**src/rtl/xbus_pkg.sv**
```systemverilog
package xbus_pkg;
  typedef enum logic [1:0] {
    OP_FETCH = 2'd0,
    OP_READ  = 2'd1,
    OP_WRITE = 2'd2,
    OP_NONE  = 2'd3
  } op_e;
endpackage

```
**src/rtl/xbus_phase.sv**
```systemverilog
module xbus_phase #(
  parameter int HALF  = 6,
  parameter int ALE_W = 2,
  localparam int CYC = 2 * HALF,
  localparam int PW  = $clog2(CYC)
) (
  input  logic          clk,
  input  logic          rst_n,
  output logic [PW-1:0] phase,
  output logic          cyc_last,
  output logic          second_half,
  output logic          ale_slot
);
  localparam logic [PW-1:0] LAST_P = PW'(CYC - 1);
  localparam logic [PW-1:0] HALF_P = PW'(HALF);
  localparam logic [PW-1:0] ALEW_P = PW'(ALE_W);
  localparam logic [PW-1:0] ALE2_P = PW'(HALF + ALE_W);

  logic [PW-1:0] phase_n;

  always_comb begin
    phase_n = (phase == LAST_P) ? '0 : phase + 1'b1;
  end

  always_ff @(posedge clk or negedge rst_n) begin
    if (!rst_n) phase <= '0;
    else        phase <= phase_n;
  end

  assign cyc_last    = (phase == LAST_P);
  assign second_half = (phase >= HALF_P);
  assign ale_slot    = (phase < ALEW_P) || (phase >= HALF_P && phase < ALE2_P);


  phase_wrap_chk: assert property (@(posedge clk) disable iff (!rst_n)
    $past(cyc_last) |-> (phase == '0));
endmodule

```
**src/rtl/xbus_ctrl.sv**
```systemverilog
module xbus_ctrl
  import xbus_pkg::*;
#(
  parameter int AW = 16,
  parameter int DW = 8,
  parameter int HALF = 6,
  parameter logic [AW-1:0] INT_TOP = 16'h1FFF,
  localparam int CYC = 2 * HALF,
  localparam int PW  = $clog2(CYC)
) (
  input  logic          clk,
  input  logic          rst_n,
  input  logic [PW-1:0] phase,
  input  logic          cyc_last,
  input  logic          second_half,
  input  logic          ale_slot,
  input  logic          int_code_en,
  input  logic          req_valid,
  input  logic [1:0]    req_op,
  input  logic          req_wide,
  input  logic [AW-1:0] req_addr,
  input  logic [DW-1:0] req_wdata,
  input  logic [DW-1:0] rom_rdata,
  input  logic [DW-1:0] lo_in,
  output logic          ale,
  output logic          psen_n,
  output logic          rd_n,
  output logic          wr_n,
  output logic          rom_en,
  output logic          rsp_valid,
  output logic [DW-1:0] rsp_data,
  output logic          bus_active,
  output logic          drv_addr,
  output logic          drv_wdata,
  output logic          hi_use_sfr,
  output logic [AW-1:0] cur_addr,
  output logic [DW-1:0] cur_wdata
);
  localparam logic [PW-1:0] ADR_P  = PW'(HALF / 2);
  localparam logic [PW-1:0] HALF_P = PW'(HALF);
  localparam logic [PW-1:0] FSMP_P = PW'(HALF - 1);
  localparam logic [PW-1:0] RSMP_P = PW'(CYC - 1);
  localparam logic [PW-1:0] ROMS_P = PW'(1);

  logic          cur_val, cur_val_n;
  op_e           cur_op, cur_op_n;
  logic          cur_wide, cur_wide_n;
  logic          cur_ext, cur_ext_n;
  logic [AW-1:0] cur_addr_n;
  logic [DW-1:0] cur_wdata_n;
  logic          rsp_valid_n;
  logic [DW-1:0] rsp_data_n;
  logic          is_fetch, is_data, ext_fetch, int_fetch, smp;

  assign is_fetch  = cur_val && (cur_op == OP_FETCH);
  assign is_data   = cur_val && (cur_op == OP_READ || cur_op == OP_WRITE);
  assign ext_fetch = is_fetch && cur_ext;
  assign int_fetch = is_fetch && !cur_ext;

  assign smp = (ext_fetch && phase == FSMP_P) ||
               (int_fetch && phase == ROMS_P) ||
               (is_data && cur_op == OP_READ && phase == RSMP_P);

  always_comb begin
    cur_val_n   = cur_val;
    cur_op_n    = cur_op;
    cur_wide_n  = cur_wide;
    cur_ext_n   = cur_ext;
    cur_addr_n  = cur_addr;
    cur_wdata_n = cur_wdata;
    rsp_valid_n = 1'b0;
    rsp_data_n  = rsp_data;
    if (smp) rsp_data_n = int_fetch ? rom_rdata : lo_in;
    if (cyc_last) begin
      rsp_valid_n = cur_val && (cur_op != OP_WRITE);
      cur_val_n   = req_valid && (req_op != OP_NONE);
      cur_op_n    = op_e'(req_op);
      cur_wide_n  = req_wide;
      cur_addr_n  = req_addr;
      cur_wdata_n = req_wdata;
      cur_ext_n   = (req_op != OP_FETCH) || !int_code_en || (req_addr > INT_TOP);
    end
  end

  always_ff @(posedge clk or negedge rst_n) begin
    if (!rst_n) begin
      cur_val   <= 1'b0;
      cur_op    <= OP_NONE;
      cur_wide  <= 1'b0;
      cur_ext   <= 1'b0;
      cur_addr  <= '0;
      cur_wdata <= '0;
      rsp_valid <= 1'b0;
      rsp_data  <= '0;
    end else begin
      cur_val   <= cur_val_n;
      cur_op    <= cur_op_n;
      cur_wide  <= cur_wide_n;
      cur_ext   <= cur_ext_n;
      cur_addr  <= cur_addr_n;
      cur_wdata <= cur_wdata_n;
      rsp_valid <= rsp_valid_n;
      rsp_data  <= rsp_data_n;
    end
  end

  assign ale        = ale_slot && !(is_data && second_half);
  assign psen_n     = !(ext_fetch && phase >= ADR_P && phase < HALF_P);
  assign rd_n       = !(is_data && cur_op == OP_READ && second_half);
  assign wr_n       = !(is_data && cur_op == OP_WRITE && second_half);
  assign rom_en     = int_fetch && (phase == '0);
  assign bus_active = ext_fetch || is_data;
  assign drv_addr   = (ext_fetch && phase < ADR_P) || (is_data && !second_half);
  assign drv_wdata  = is_data && cur_op == OP_WRITE && second_half;
  assign hi_use_sfr = is_data && !cur_wide;


  strobe_excl_chk: assert property (@(posedge clk) disable iff (!rst_n)
    $countones({~psen_n, ~rd_n, ~wr_n}) <= 1);

  ale_drop_chk: assert property (@(posedge clk) disable iff (!rst_n)
    (!rd_n || !wr_n) |-> !ale);

  rsp_phase_chk: assert property (@(posedge clk) disable iff (!rst_n)
    rsp_valid |-> (phase == '0));
endmodule

```
**src/rtl/xbus_pads.sv**
```systemverilog
module xbus_pads #(
  parameter int AW = 16,
  parameter int DW = 8,
  localparam int HW = AW - DW
) (
  input  logic          bus_active,
  input  logic          drv_addr,
  input  logic          drv_wdata,
  input  logic          hi_use_sfr,
  input  logic [AW-1:0] cur_addr,
  input  logic [DW-1:0] cur_wdata,
  input  logic [DW-1:0] p0_sfr,
  input  logic [HW-1:0] p2_sfr,
  output logic [DW-1:0] lo_out,
  output logic [DW-1:0] lo_oe,
  output logic [HW-1:0] hi_out,
  output logic [HW-1:0] hi_oe
);
  always_comb begin
    if (drv_addr) begin
      lo_out = cur_addr[DW-1:0];
      lo_oe  = '1;
    end else if (drv_wdata) begin
      lo_out = cur_wdata;
      lo_oe  = '1;
    end else if (bus_active) begin
      lo_out = '1;
      lo_oe  = '0;
    end else begin
      lo_out = p0_sfr;
      lo_oe  = ~p0_sfr;
    end
    if (bus_active) begin
      hi_out = hi_use_sfr ? p2_sfr : cur_addr[AW-1:DW];
      hi_oe  = '1;
    end else begin
      hi_out = p2_sfr;
      hi_oe  = ~p2_sfr;
    end
  end
endmodule

```
**src/rtl/xbus_seq.sv**
```systemverilog
module xbus_seq
  import xbus_pkg::*;
#(
  parameter int AW = 16,
  parameter int DW = 8,
  parameter int HALF = 6,
  parameter int ALE_W = 2,
  parameter logic [AW-1:0] INT_TOP = 16'h1FFF,
  localparam int HW = AW - DW,
  localparam int PW = $clog2(2 * HALF)
) (
  input  logic          clk,
  input  logic          rst_n,
  input  logic          int_code_en,
  input  logic          req_valid,
  input  logic [1:0]    req_op,
  input  logic          req_wide,
  input  logic [AW-1:0] req_addr,
  input  logic [DW-1:0] req_wdata,
  output logic          req_ready,
  output logic          rsp_valid,
  output logic [DW-1:0] rsp_data,
  output logic          rom_en,
  output logic [AW-1:0] rom_addr,
  input  logic [DW-1:0] rom_rdata,
  input  logic [DW-1:0] p0_sfr,
  input  logic [HW-1:0] p2_sfr,
  output logic          ale,
  output logic          psen_n,
  output logic          rd_n,
  output logic          wr_n,
  output logic [DW-1:0] lo_out,
  output logic [DW-1:0] lo_oe,
  input  logic [DW-1:0] lo_in,
  output logic [HW-1:0] hi_out,
  output logic [HW-1:0] hi_oe
);
  localparam logic [PW-1:0] HALF_P = PW'(HALF);

  logic [PW-1:0] phase;
  logic          cyc_last, second_half, ale_slot;
  logic          bus_active, drv_addr, drv_wdata, hi_use_sfr;
  logic [AW-1:0] cur_addr;
  logic [DW-1:0] cur_wdata;

  xbus_phase #(.HALF(HALF), .ALE_W(ALE_W)) u_phase (
    .clk(clk), .rst_n(rst_n), .phase(phase), .cyc_last(cyc_last),
    .second_half(second_half), .ale_slot(ale_slot)
  );

  xbus_ctrl #(.AW(AW), .DW(DW), .HALF(HALF), .INT_TOP(INT_TOP)) u_ctrl (
    .clk(clk), .rst_n(rst_n), .phase(phase), .cyc_last(cyc_last),
    .second_half(second_half), .ale_slot(ale_slot), .int_code_en(int_code_en),
    .req_valid(req_valid), .req_op(req_op), .req_wide(req_wide),
    .req_addr(req_addr), .req_wdata(req_wdata), .rom_rdata(rom_rdata),
    .lo_in(lo_in), .ale(ale), .psen_n(psen_n), .rd_n(rd_n), .wr_n(wr_n),
    .rom_en(rom_en), .rsp_valid(rsp_valid), .rsp_data(rsp_data),
    .bus_active(bus_active), .drv_addr(drv_addr), .drv_wdata(drv_wdata),
    .hi_use_sfr(hi_use_sfr), .cur_addr(cur_addr), .cur_wdata(cur_wdata)
  );

  xbus_pads #(.AW(AW), .DW(DW)) u_pads (
    .bus_active(bus_active), .drv_addr(drv_addr), .drv_wdata(drv_wdata),
    .hi_use_sfr(hi_use_sfr), .cur_addr(cur_addr), .cur_wdata(cur_wdata),
    .p0_sfr(p0_sfr), .p2_sfr(p2_sfr), .lo_out(lo_out), .lo_oe(lo_oe),
    .hi_out(hi_out), .hi_oe(hi_oe)
  );

  assign req_ready = cyc_last;
  assign rom_addr  = cur_addr;


  ale_edge_chk: assert property (@(posedge clk) disable iff (!rst_n)
    $rose(ale) |-> (phase == '0 || phase == HALF_P));

  psen_float_chk: assert property (@(posedge clk) disable iff (!rst_n)
    !psen_n |-> (lo_oe == '0));

  wr_drive_chk: assert property (@(posedge clk) disable iff (!rst_n)
    !wr_n |-> (lo_oe == '1));

  reset_idle_chk: assert property (@(posedge clk)
    !rst_n |=> (!rst_n |-> (psen_n && rd_n && wr_n)));
endmodule

```
**config.mk**
```make
export PLATFORM = sky130hd
export DESIGN_NAME = xbus_seq
export DESIGN_NICKNAME = d
export VERILOG_FILES = /design/src/rtl/xbus_pkg.sv /design/src/rtl/xbus_phase.sv /design/src/rtl/xbus_ctrl.sv /design/src/rtl/xbus_pads.sv /design/src/rtl/xbus_seq.sv
export SDC_FILE = /design/constraint.sdc
export NUM_CORES = 1
export LEC_CHECK = 0
export BUFFER_PORTS_ARGS = -buffer_cell sky130_fd_sc_hd__buf_2
export CAP_MARGIN = 15
export CORE_MARGIN = 1
export CORE_UTILIZATION = 49
export DETAILED_ROUTE_END_ITERATION = 8
export HOLD_SLACK_MARGIN = 0.08
export PLACE_DENSITY = 0.88
export SLEW_MARGIN = 30
export SYNTH_ARGS = -nofsm -noshare
export SYNTH_HDL_FRONTEND = slang
export SYNTH_HIERARCHICAL = 1
export SYNTH_SLANG_ARGS = --single-unit
```
**constraint.sdc**
```tcl
create_clock -name clk -period 4.23 [get_ports clk]
set_input_delay 0.6345 -clock clk [delete_from_list [all_inputs] [get_ports clk]]
set_output_delay 0.6345 -clock clk [all_outputs]
set_load 0.02 [all_outputs]
```
## Yosys cells after proc, flatten, opt, wreduce, memory -nomap -nowiden

Index checks and enable logic that the tools add are counted.

| operators by class | value |
|---|---|
| $add $sub $neg | 1 |
| multipliers | 0 |
| divide/modulo/power cells | 0 |
| magnitude comparators | 7 |
| equality and inequality tests | 7 |
| shift-type cells | 0 |
| mux-type cells | 12 |
| bitwise operators | 2 |
| reduce and logical (&&, ||, !) cells | 41 |

Operator list:

| operator | count |
|---|---|
| 2-to-1 mux 8 bit | 10 |
| logical AND 1 bit | 22 |
| > comparator 16 x 13 -> 1 bit (second input constant) | 1 |
| NOT 8 bit | 2 |
| zero test 1 bit | 8 |
| logical OR 1 bit | 8 |
| < comparator 4 x 2 -> 1 bit (second input constant) | 2 |
| adder 4 x 1 -> 4 bit (second input constant) | 1 |
| == test 4 x 1 -> 1 bit (second input constant) | 1 |
| == test 4 x 3 -> 1 bit (second input constant) | 1 |
| == test 4 bit (second input constant) | 1 |
| greater-or-equal comparator 4 x 2 -> 1 bit (second input constant) | 1 |
| greater-or-equal comparator 4 x 3 -> 1 bit (second input constant) | 1 |
| zero test 4 bit | 1 |
| < comparator 4 x 3 -> 1 bit (second input constant) | 1 |
| < comparator 4 bit (second input constant) | 1 |
| 2-to-1 mux 4 bit | 1 |
| inequality test 2 bit (second input constant) | 2 |
| == test 2 x 1 -> 1 bit (second input constant) | 1 |
| == test 2 bit (second input constant) | 1 |
| zero test 2 bit | 1 |
| nonzero test 2 bit | 1 |
| 2-to-1 mux 1 bit | 1 |

| word-level totals | value |
|---|---|
| bits in registers | 42 |
| latch bits | 0 |
| bits in writable memories | 0 |
| bits in read-only memories | 0 |
| input bits | 63 |
| output and inout bits | 63 |
| word-level logic and storage cells | 79 |
| memories | 0 |

## Depth between registers and ports, before layout

Gate-level depths: netlist of the first run.

| depth | value |
|---|---|
| depth after elaboration | 7 |
| mapped depth | 9 |
| mapped depth without buffers | 8 |

## Modules after synthesis

Netlist of the first run, hierarchy kept.

By module, submodules not included:

| module | instances | cells an instance | area an instance (um^2) | sequential area each (um^2) |
|---|---|---|---|---|
| xbus_ctrl | 1 | 126 | 1714.1 | 953.4 |
| xbus_pads | 1 | 64 | 441.7 | 0.0 |
| xbus_phase | 1 | 21 | 216.5 | 100.1 |

## Worst setup path before layout of the first run

Ideal clock, no wire load.

| timing path | value |
|---|---|
| path kind | reg-to-output |
| start | register u_phase.phase[0] |
| end | output lo_out[5] |
| arrival time | 2195 ps |
| data required time | 3595 ps |
| slack | 1400 ps |
| cell stages (with the launch flop) | 10 |
| path buffers | 1 |
| cell sequence | dfrtp_1 > inv_1 > ha_1 > o21ai_0 > nand2b_1 > nand4_1 > inv_1 > buf_4 > nor2b_1 > o31ai_1 |

| on the way | value |
|---|---|
| elaborated cells on any way between the ends | 9 |
| those cells by class | order compare: 2; mux: 2; reduce/logical: 5 |

RTL lines:

| item | line | text |
|---|---|---|
| from (decl) | xbus_phase.sv:9 | `output logic [PW-1:0] phase,` |
| from (signal assigned) | xbus_phase.sv:27 | `else phase <= phase_n;` |
| greater-or-equal comparator 4 x 3 -> 1 bit | xbus_phase.sv:31 | `assign second_half = (phase >= HALF_P);` |
| net second_half | xbus_seq.sv:41 | `logic cyc_last, second_half, ale_slot;` |
| logical AND 1 bit | xbus_ctrl.sv:114 | `assign drv_wdata = is_data && cur_op == OP_WRITE && second_half;` |
| net drv_wdata | xbus_seq.sv:42 | `logic bus_active, drv_addr, drv_wdata, hi_use_sfr;` |
| 2-to-1 mux 8 bit | xbus_pads.sv:23 | `end else if (drv_wdata) begin` |
| 2-to-1 mux 8 bit | xbus_pads.sv:20 | `if (drv_addr) begin` |
| to (decl) | xbus_seq.sv:32 | `output logic [DW-1:0] lo_out,` |

The timed path passes the listed nets, and every way through them passes these cells.

## Worst setup path in the final report of the first run

| timing path | value |
|---|---|
| start | register u_ctrl.cur_op[0] |
| end | output hi_out[4] |

| on the way | value |
|---|---|
| elaborated cells on any way between the ends | 11 |
| those cells by class | eq/ne: 2; mux: 2; reduce/logical: 7 |

RTL lines:

| item | line | text |
|---|---|---|
| from (decl) | xbus_ctrl.sv:46 | `op_e cur_op, cur_op_n;` |
| from (signal assigned) | xbus_ctrl.sv:97 | `cur_op <= cur_op_n;` |
| == test 2 x 1 -> 1 bit, or another cell as far along | xbus_ctrl.sv:56 | `assign is_data = cur_val && (cur_op == OP_READ \|\| cur_op == OP_WRITE);` |
| logical OR 1 bit / logical AND 1 bit (equally long branches) | xbus_ctrl.sv:56, xbus_ctrl.sv:55 |  |
| logical AND 1 bit, on equally long branches | xbus_ctrl.sv:56, xbus_ctrl.sv:57 |  |
| logical OR 1 bit * | xbus_ctrl.sv:112 | `assign bus_active = ext_fetch \|\| is_data;` |
| net bus_active | xbus_seq.sv:42 |  |
| 2-to-1 mux 8 bit * | xbus_pads.sv:33 | `if (bus_active) begin` |
| to (decl) | xbus_seq.sv:35 | `output logic [HW-1:0] hi_out,` |

Mark *: on every way through the listed nets, which the timed path passes. The rest lies on a longest branch.

==> results of run 1 <==
==> power by group <==
group / internal (mW) / leakage [nW] / switching [mW] / total, mW
logic: 0.104 / 1.02 / 0.143 / 0.247
registers: 0.426 / 0.493 / 0.0158 / 0.442
clock network: 0.174 / 0.0579 / 0.132 / 0.306
total: 0.704 / 1.57 / 0.291 / 0.994
==> state kept, by name (all words and copies together) (netlist names) <==
name              cells
u_ctrl/cur_wdata      8
u_ctrl/rsp_valid      1
u_ctrl/cur_op         2
u_ctrl/cur_ext        1
u_ctrl/cur_val        1
u_ctrl/cur_wide       1
u_ctrl/rsp_data       8
u_phase/phase         4
u_ctrl/cur_addr      16
==> layer usage <==
metal | up-vias | routed length (um) | global-route usage
li1 | 989 | - | -
met1 | 961 | 2281 | 0.2661
met2 | 96 | 2859 | 0.4159
met3 | 7 | 411 | 0.06048
met4 | 0 | 49 | 0.06536
met5 | - | 0 | 0
==> metrics by stage <==
step	worst slack [ns]	utilization	total power, mW
after floorplan	1.400	-	0.5984
after global placement	1.258	0.6681	0.6906
after detailed placement	1.153	0.6681	0.6977
after CTS	0.8298	0.6922	1.007
after global routing	0.6566	0.6928	1.048
final	0.8515	0.6928	0.9944
==> worst paths after layout <==
check / from / slack (ns) / to / cells past startpoint
worst max-delay path: u_ctrl/cur_op[0] / 0.85 / hi_out[4] / 7
worst min-delay path: rst_n / 0.31 / u_ctrl/rsp_data[7] / 1
worst max register to register: u_phase/phase[1] / 2.36 / u_ctrl/cur_addr[4] / 4
worst min register to register: u_ctrl/rsp_data[0] / 0.51 / u_ctrl/rsp_data[0] / 1
max in group asynchronous: rst_n / 3.55 / u_ctrl/cur_op[1] / 1
min in group clk: u_ctrl/rsp_data[0] / 0.51 / u_ctrl/rsp_data[0] / 1
==> synth_stat cells (2+ instances only) <==
cell type  instances  area, um^2
mux2_2            42       473.0
dfrtp_1           40        1001
nand2_1           16       60.06
o21ai_0           12       60.06
nand2b_1          11       68.82
mux2_4             8       120.1
nor2_1             8       30.03
nor2b_1            8       50.05
nor3_1             8       40.04
o31ai_1            8       60.06
inv_1              7       26.28
ha_1               5       62.56
buf_2              4       20.02
clkbuf_1           3       11.26
nand3_1            3       15.01
nand4b_1           3       26.28
a31oi_1            2       12.51
buf_4              2       15.01
buf_6              2       22.52
dfstp_2            2       52.55
==> layout make-up <==
cell class | instances | area (um^2) | area share
Clock buffer | 5 | 68.82 | 0.02205
Clock inverter | 3 | 40.04 | 0.01283
Inverter | 7 | 26.28 | 0.008420
Multi-Input combinational cell | 151 | 1224 | 0.3921
Sequential cell | 42 | 1054 | 0.3376
Tap cell | 52 | 65.06 | 0.02085
Timing Repair Buffer | 127 | 643.1 | 0.2061
==> cell families (layout without fill, tap and decap cells) <==
family | Yosys count | after routing | synth area share
compound gates | 25 | 25 | 0.06435
buf+inv | 18 | 142 | 0.04008
fa+ha+maj | 5 | 5 | 0.02637
flops | 42 | 42 | 0.4441
xor+xnor | 1 | 1 | 0.003693
simple gates | 69 | 69 | 0.1672
mux | 51 | 51 | 0.2542
==> flow_metrics.py, run 1 <==
metrics = {
    "synthesis": {
        "postSynth.asyncResetShare": 1.000,
        "synth_seq_cells": 42,
        "synth_fp_nets": 279,
        "yosys_warnings": 6,
        "synth_area_per_cell_um2": 11.24,
        "synthFlopType": "dfrtp_1",
        "seq_area_frac_synth": 0.4441,
        "syn_inst": 211,
        "synth-edff-count": 0,
        "synth_cell_types": 37,
        "syn_area_mm2": 0.002372,
    },
    "critical_path": {
        "cp_slowest_stage_delay_ns": 0.56,
        "crit_fanout": 25,
        "crit_required_ns": 3.60,
        "crit_path_end_kind": "output port",
        "critPathSlowestCell": "nand2_1",
        "start_kind": "flop",
        "cp_top_family": "simple AND/OR/NAND/NOR gates",
        "crit_buf_inv": 2,
        "crit_top_cell": "nand2_1",
        "critPathKind": "flop to output port",
        "worstPathCellList": "inv_1 -> ha_1 -> nand2_1 -> nand2_1 -> nand2b_2 -> mux2_4 -> buf_2",
        "cp.arrival_ns": 2.74,
    },
    "flow_run": {
        "cap_violations": 0,
    },
    "grt": {
        "grt_pass1_wl_mm": 8.983,
        "track_usage": 0.2288,
        "antenna_found_initial": 0,
        "grt_pass1_vias": 1995,
        "grt_max_degree": 43,
        "gr-total-overflow": 0,
    },
    "detailed_routing": {
        "drtAntennaViolNets": 0,
        "route.detailed.drc": 0,
        "vias": 2053,
        "wl_mm": 5.602,
        "drt-pass1-iter-count": 4,
        "via_per_inst": 5.305,
        "avgRoutedWirePerCell_um": 14.48,
        "first_iter_violations": 97,
    },
    "cells_and_area": {
        "final_cells": 387,
        "finalNetCount": 402,
        "layout_commonest_cell": "buf_2",
        "syn_to_final_growth_pct": 31.54,
        "antenna_cells": 0,
        "final_cell_mix": "buf_2, mux2_2, dfrtp_1, nand2_1, o21ai_0",
        "drive_gt1_frac": 0.5731,
        "fin_area_mm2": 0.003120,
        "num-fill-cells": 377,
    },
    "die": {
        "num_rows": 24,
        "die-area_mm2": 0.005124,
        "io_pins": 126,
        "die_h_um": 71.58,
        "core_mm2": 0.004504,
        "fp.dieW_um": 71.58,
        "start_util": 0.5267,
    },
    "cts": {
        "cts_buffer_depth": 2,
        "cts_hold_buf": 0,
        "clk_pin_slew_ns": 0.08,
        "cts_resized": 0,
        "htreeDepth": 2,
        "cts_tree": "done",
        "clock-sinks": 42,
        "cts_setup_buffers": 0,
        "clock-root-buffer": "clkbuf_8",
        "numCtsBuffers": 5,
        "clock_latency_ns": 0.29,
    },
    "sta": {
        "setup_tns_ns": 0,
        "slew_violations": 0,
        "rsz0062_at_grt": "false",
        "tightest_slew_ns": 0.7107,
        "fmax_mhz": 296.0,
        "fin_crit_sh": 0.7987,
        "fin_hold_ws_ns": 0.3115,
        "setup_violations": 0,
        "hold_violations": 0,
        "fin_skew_ns": 0.008645,
        "slew_headroom": 0.5250,
        "period_minus_slack_ns": 3.379,
    },
    "power_and_ir_drop": {
        "powerDensity_mw_per_mm2": 318.7,
        "ir_worst_vdd_mv": 0.1843,
        "p_leak_nw": 1.568,
    },
    "place": {
        "gp_congestion": 0.8584,
        "postPlaceCellArea_mm2": 0.003009,
        "port_buffers": 125,
        "dp_hpwl_mm": 4.240,
        "dpl.cell_count": 379,
    },
    "run_status": {
        "status": "finished clean",
    },
    "hold_path": {
        "hp-class": "input port to asynchronous set/reset pin",
    },
}
Note: power is estimated with default switching activity, not from simulation.
==> run 2: changes to the inputs <==
- CORE_UTILIZATION: 49 -> 41
- PLACE_DENSITY: 0.88 -> 0.79
- clock period: 4.23 -> 2.85 ns (I/O delays scaled with it)
==> flow_metrics.py, run 2 (synthesis results as in run 1) <==
metrics = {
    "run_status": {
        "status": "finished clean",
    },
    "critical_path": {
        "r2r_setup_slack_ns": 1.03,
        "cp_top_family": "simple AND/OR/NAND/NOR gates",
        "crit_fanout": 10,
        "crit_path_end_kind": "output port",
        "cp_slowest_stage_delay_ns": 0.54,
        "critPathKind": "flop to output port",
        "worstPathCellList": "inv_1 -> ha_1 -> nand3_1 -> nand2_4 -> nand2b_2 -> mux2_4 -> buf_2",
        "critPathSlowestCell": "dfstp_2",
        "crit_buf_inv": 2,
        "startpoint": "u_ctrl/cur_op[0]",
        "r2r_cells": 6,
        "rr_startpoint": "u_ctrl/cur_op[0]",
        "r2r_end": "u_ctrl/rsp_data[4]",
        "cp.arrival_ns": 2.27,
        "crit_required_ns": 2.42,
        "worstSetupEndpoint": "hi_out[1]",
        "cp_num_cells": 7,
        "start_kind": "flop",
    },
    "power_and_ir_drop": {
        "p_leak_nw": 1.596,
        "powerDensity_mw_per_mm2": 458.4,
        "ir_worst_vdd_mv": 0.3007,
        "total_power_mw": 1.482,
    },
    "sta": {
        "fin_crit_sh": 0.9480,
        "fmax_mhz": 370.1,
        "slew_violations": 0,
        "period_minus_slack_ns": 2.702,
        "rsz0062_at_grt": "false",
        "fin_skew_ns": 0.006873,
        "setup_tns_ns": 0,
        "hold_violations": 0,
        "setup_violations": 0,
        "tightest_slew_ns": 0.5321,
        "slew_headroom": 0.6453,
    },
    "grt": {
        "antenna_found_initial": 0,
        "gr-total-overflow": 0,
        "busiest_layer": "met2",
        "track_usage": 0.1869,
        "grt_pass1_vias": 1924,
        "met3_usage": 0.04884,
        "grt_pass1_wl_mm": 8.942,
        "grt_max_degree": 43,
        "grt_use_met1": 0.2259,
        "use_met2": 0.3316,
    },
    "place": {
        "dpl.cell_count": 402,
        "dp_hpwl_mm": 4.170,
        "gp_congestion": 0.7794,
        "port_buffers": 125,
    },
    "cells_and_area": {
        "regArea_mm2": 0.001056,
        "drive_gt1_frac": 0.5918,
        "syn_to_final_growth_pct": 36.23,
        "final_cell_mix": "buf_2, mux2_2, dfrtp_1, nand2_1",
        "multiInputGateArea_mm2": 0.001234,
        "top_register": "u_ctrl/cur_addr",
        "top_regs": "u_ctrl/cur_addr (16), u_ctrl/cur_wdata (8), u_ctrl/rsp_data (8)",
        "antenna_cells": 0,
        "largest_register_ffs": 16,
        "layout_commonest_cell": "buf_2",
        "num-fill-cells": 504,
        "finalNetCount": 410,
        "final_cells": 415,
    },
    "cts": {
        "clock-sinks": 42,
        "htreeDepth": 2,
        "numCtsBuffers": 5,
        "cts_tree": "done",
        "clock-root-buffer": "clkbuf_8",
        "clk_pin_slew_ns": 0.08,
        "cts_buffer_depth": 2,
        "clock_latency_ns": 0.29,
    },
    "detailed_routing": {
        "drt-pass1-iter-count": 4,
        "via_per_inst": 4.998,
        "route.detailed.drc": 0,
        "first_iter_violations": 45,
        "avgRoutedWirePerCell_um": 13.67,
        "vias": 2074,
        "wl_mm": 5.675,
        "drtAntennaViolNets": 0,
    },
    "die": {
        "num_rows": 27,
        "io_pins": 126,
        "start_util": 0.4282,
        "die_h_um": 78.07,
        "fp.dieW_um": 78.07,
        "core_mm2": 0.005540,
        "die-area_mm2": 0.006094,
    },
    "hold_path": {
        "hp-class": "input port to asynchronous set/reset pin",
    },
    "flow_run": {
        "cap_violations": 0,
    },
}
==> run 2: where the power goes <==
| group | switching [mW] | leakage (nW) | internal, mW | total (mW) |
|---|---|---|---|---|
| clock | 0.197 | 0.0524 | 0.262 | 0.459 |
| combinational | 0.212 | 1.05 | 0.157 | 0.368 |
| sequential | 0.0217 | 0.491 | 0.632 | 0.654 |
==> run 2: metal layers <==
layer,vias up,share of wire
met1,978,0.42
li1,1007,-
met5,-,0
met4,0,0.0055
met3,4,0.068
met2,85,0.50
==> run 2: timing repair <==
item | in CTS | in global routing
endpoints found under the hold margin | 0 | 0
hold buffers | 0 | 0
resized for setup | 1 | 6
pin swaps | 0 | 1
setup buffers | 0 | 5
setup endpoints to repair | 9 | 16
==> run 2: worst register-to-register path, cell delays in order (launching register included) <==
cell and delay [ns]:
dfstp_2 0.54, inv_1 0.07, ha_1 0.26, nand4b_1 0.15
nor3_2 0.07, nor2_4 0.26, mux2_2 0.37
==> run 2: worst min path at each step <==
| stage | from | end | slack [ns] | depth (start not counted) |
|---|---|---|---|---|
| 3_3_place_gp | u_ctrl/rsp_data[5] | u_ctrl/rsp_data[5] | 0.48 | 1 |
| 2_1_floorplan | rst_n | u_ctrl/cur_addr[0] | 0.13 | 0 |
| 5_1_grt | rst_n | u_ctrl/cur_wide | 0.15 | 1 |
| 4_1_cts | rst_n | u_phase/phase[3] | 0.31 | 1 |
| 3_5_place_dp | u_ctrl/rsp_data[6] | u_ctrl/rsp_data[6] | 0.49 | 1 |
| 6_report | rst_n | u_ctrl/cur_addr[15] | 0.11 | 1 |
==> run 2: area by class of cell <==
type / count / area share
Inverter: 7 / 0.009292
Clock buffer: 7 / 0.02362
Tap cell: 72 / 0.02787
Clock inverter: 1 / 0.009292
Sequential cell: 42 / 0.3268
Multi-Input combinational cell: 151 / 0.3817
Timing Repair Buffer: 135 / 0.2214
==> run 2: stage by stage <==
stage	worst slack [ns]	hold slack, ns	utilization	instance area (um^2)
floorplan	0.2272	0.1319	-	2372
global placement	0.3651	0.4846	0.5517	3057
detailed placement	0.2977	0.4881	0.5517	3057
CTS	0.001976	0.3108	0.5714	3166
global route	0.01223	0.1526	0.5833	3232
finish	0.1483	0.1148	0.5833	3232
==> run 3: changes to the inputs <==
- SETUP_SLACK_MARGIN: default -> 0.15
==> flow_metrics.py, run 3 (synthesis results as in run 1) <==
metrics = {
    "sta": {
        "rsz0062_at_grt": "true",
        "slew_violations": 0,
        "setup_ws_ns": 0.2362,
        "hold_violations": 0,
        "tightest_slew_ns": 0.5340,
        "setup_violations": 0,
        "slew_headroom": 0.6440,
        "fmax_mhz": 382.6,
        "fin_crit_sh": 0.9171,
        "fin_skew_ns": 0.007032,
        "setup_tns_ns": 0,
        "fin_hold_ws_ns": 0.1057,
        "period_minus_slack_ns": 2.614,
    },
    "cts": {
        "htreeDepth": 2,
        "clock-root-buffer": "clkbuf_8",
        "clock-sinks": 42,
        "cts_tree": "done",
        "clk_pin_slew_ns": 0.08,
        "cts_buffer_depth": 2,
        "clock_latency_ns": 0.29,
        "numCtsBuffers": 5,
    },
    "critical_path": {
        "cp_top_family": "buffers and inverters",
        "start_kind": "flop",
        "crit_path_end_kind": "output port",
        "cp.arrival_ns": 2.19,
        "crit_required_ns": 2.42,
        "crit_fanout": 5,
        "critPathSlowestCell": "dfrtp_2",
        "crit_buf_inv": 3,
        "cp_slowest_stage_delay_ns": 0.46,
        "critPathKind": "flop to output port",
        "worstPathCellList": "ha_4 -> o21ai_2 -> nand2b_1 -> nand4_1 -> clkinvlp_4 -> clkbuf_16 -> nor2b_4 -> o31ai_2 -> buf_4",
    },
    "hold_path": {
        "hp-class": "input port to asynchronous set/reset pin",
    },
    "detailed_routing": {
        "first_iter_violations": 41,
        "dr.max_layer_used": "met4",
        "drt-pass1-iter-count": 4,
        "wl_met2_mm": 2.973,
        "wl_mm": 5.846,
        "route.detailed.drc": 0,
        "avgRoutedWirePerCell_um": 13.95,
        "wl_met3_um": 389,
        "vias": 2098,
        "via_per_inst": 5.007,
        "met1_length_mm": 2.439,
        "drtAntennaViolNets": 0,
    },
    "place": {
        "port_buffers": 125,
        "place_ws_ns": 0.2977,
        "dpl.cell_count": 402,
        "dp_hpwl_mm": 4.170,
        "gp_congestion": 0.7794,
    },
    "grt": {
        "grt_pass1_vias": 1929,
        "grt_pass1_wl_mm": 8.956,
        "grt_max_degree": 43,
        "track_usage": 0.1876,
        "gr-total-overflow": 0,
        "antenna_found_initial": 0,
    },
    "cells_and_area": {
        "finalNetCount": 414,
        "top_register": "u_ctrl/cur_addr",
        "final_cell_mix": "buf_2, mux2_2, dfrtp_1, buf_4, nand2_1",
        "largest_register_ffs": 16,
        "top_regs": "u_ctrl/cur_addr (16), u_ctrl/cur_wdata (8), u_ctrl/rsp_data (8)",
        "antenna_cells": 0,
        "drive_gt1_frac": 0.6427,
        "syn_to_final_growth_pct": 43.67,
        "final_cells": 419,
        "layout_commonest_cell": "buf_2",
    },
    "die": {
        "fp.dieW_um": 78.07,
        "die-area_mm2": 0.006094,
        "core_mm2": 0.005540,
        "num_rows": 27,
        "die_h_um": 78.07,
        "start_util": 0.4282,
        "io_pins": 126,
    },
    "run_status": {
        "status": "finished clean",
    },
    "power_and_ir_drop": {
        "p_leak_nw": 1.636,
        "ir_worst_vdd_mv": 0.3052,
        "powerDensity_mw_per_mm2": 441.1,
    },
    "flow_run": {
        "cap_violations": 0,
    },
}
run 3: cell count changes in the layout (fill, tap and decap cells not counted), sizes merged:
cell	delta
buf	+4
run 3: repair_timing:
item,in CTS,in global routing
pin swaps,1,8
gates cloned,0,1
endpoints found under the setup margin,24,24
hold buffers,0,0
setup buffers,3,5
gates resized for setup,7,32
run 3: final cells by class:
type | count | area (um^2)
fill | 480 | 2132
multi-input combinational | 151 | 1345
sequential | 42 | 1056
timing repair buffer | 139 | 780.7
tap | 72 | 90.09
clock buffer | 7 | 76.32
clock inverter | 1 | 30.03
inverter | 7 | 30.03
run 3: through the flow:
| stage | util | power [mW] | area, um^2 |
|---|---|---|---|
| 2_1_floorplan | - | 0.8882 | 2372 |
| 3_3_place_gp | 0.5517 | 1.027 | 3057 |
| 3_5_place_dp | 0.5517 | 1.035 | 3057 |
| 4_1_cts | 0.5797 | 1.502 | 3212 |
| 5_1_grt | 0.6152 | 1.583 | 3408 |
| 6_report | 0.6152 | 1.504 | 3408 |
run 3: path summary, 6_finish.rpt:
kind | from | to | slack (ns) | depth (start not counted)
max | u_phase/phase[1] | lo_out[3] | 0.24 | 9
min | rst_n | u_ctrl/rsp_valid | 0.11 | 1
max reg2reg | u_ctrl/cur_op[0] | u_ctrl/rsp_data[4] | 1.11 | 6
min reg2reg | u_ctrl/rsp_data[6] | u_ctrl/rsp_data[6] | 0.51 | 1
max in group asynchronous | rst_n | u_phase/phase[0] | 2.35 | 1
min in group clk | req_wdata[4] | u_ctrl/cur_wdata[4] | 0.36 | 2
run 3: power by group:
part	internal, mW	leakage, nW	switching, mW	total, mW
sequential	0.632	0.491	0.0239	0.656
clock	0.262	0.0524	0.200	0.462
combinational	0.168	1.09	0.217	0.385
total	1.06	1.64	0.441	1.50
run 3: per-layer routing:
layer  up-vias  global-route usage
met5         -                   0
met4         0             0.04259
met3         5             0.04884
met2        84              0.3298
met1       991              0.2296
li1       1018                   -
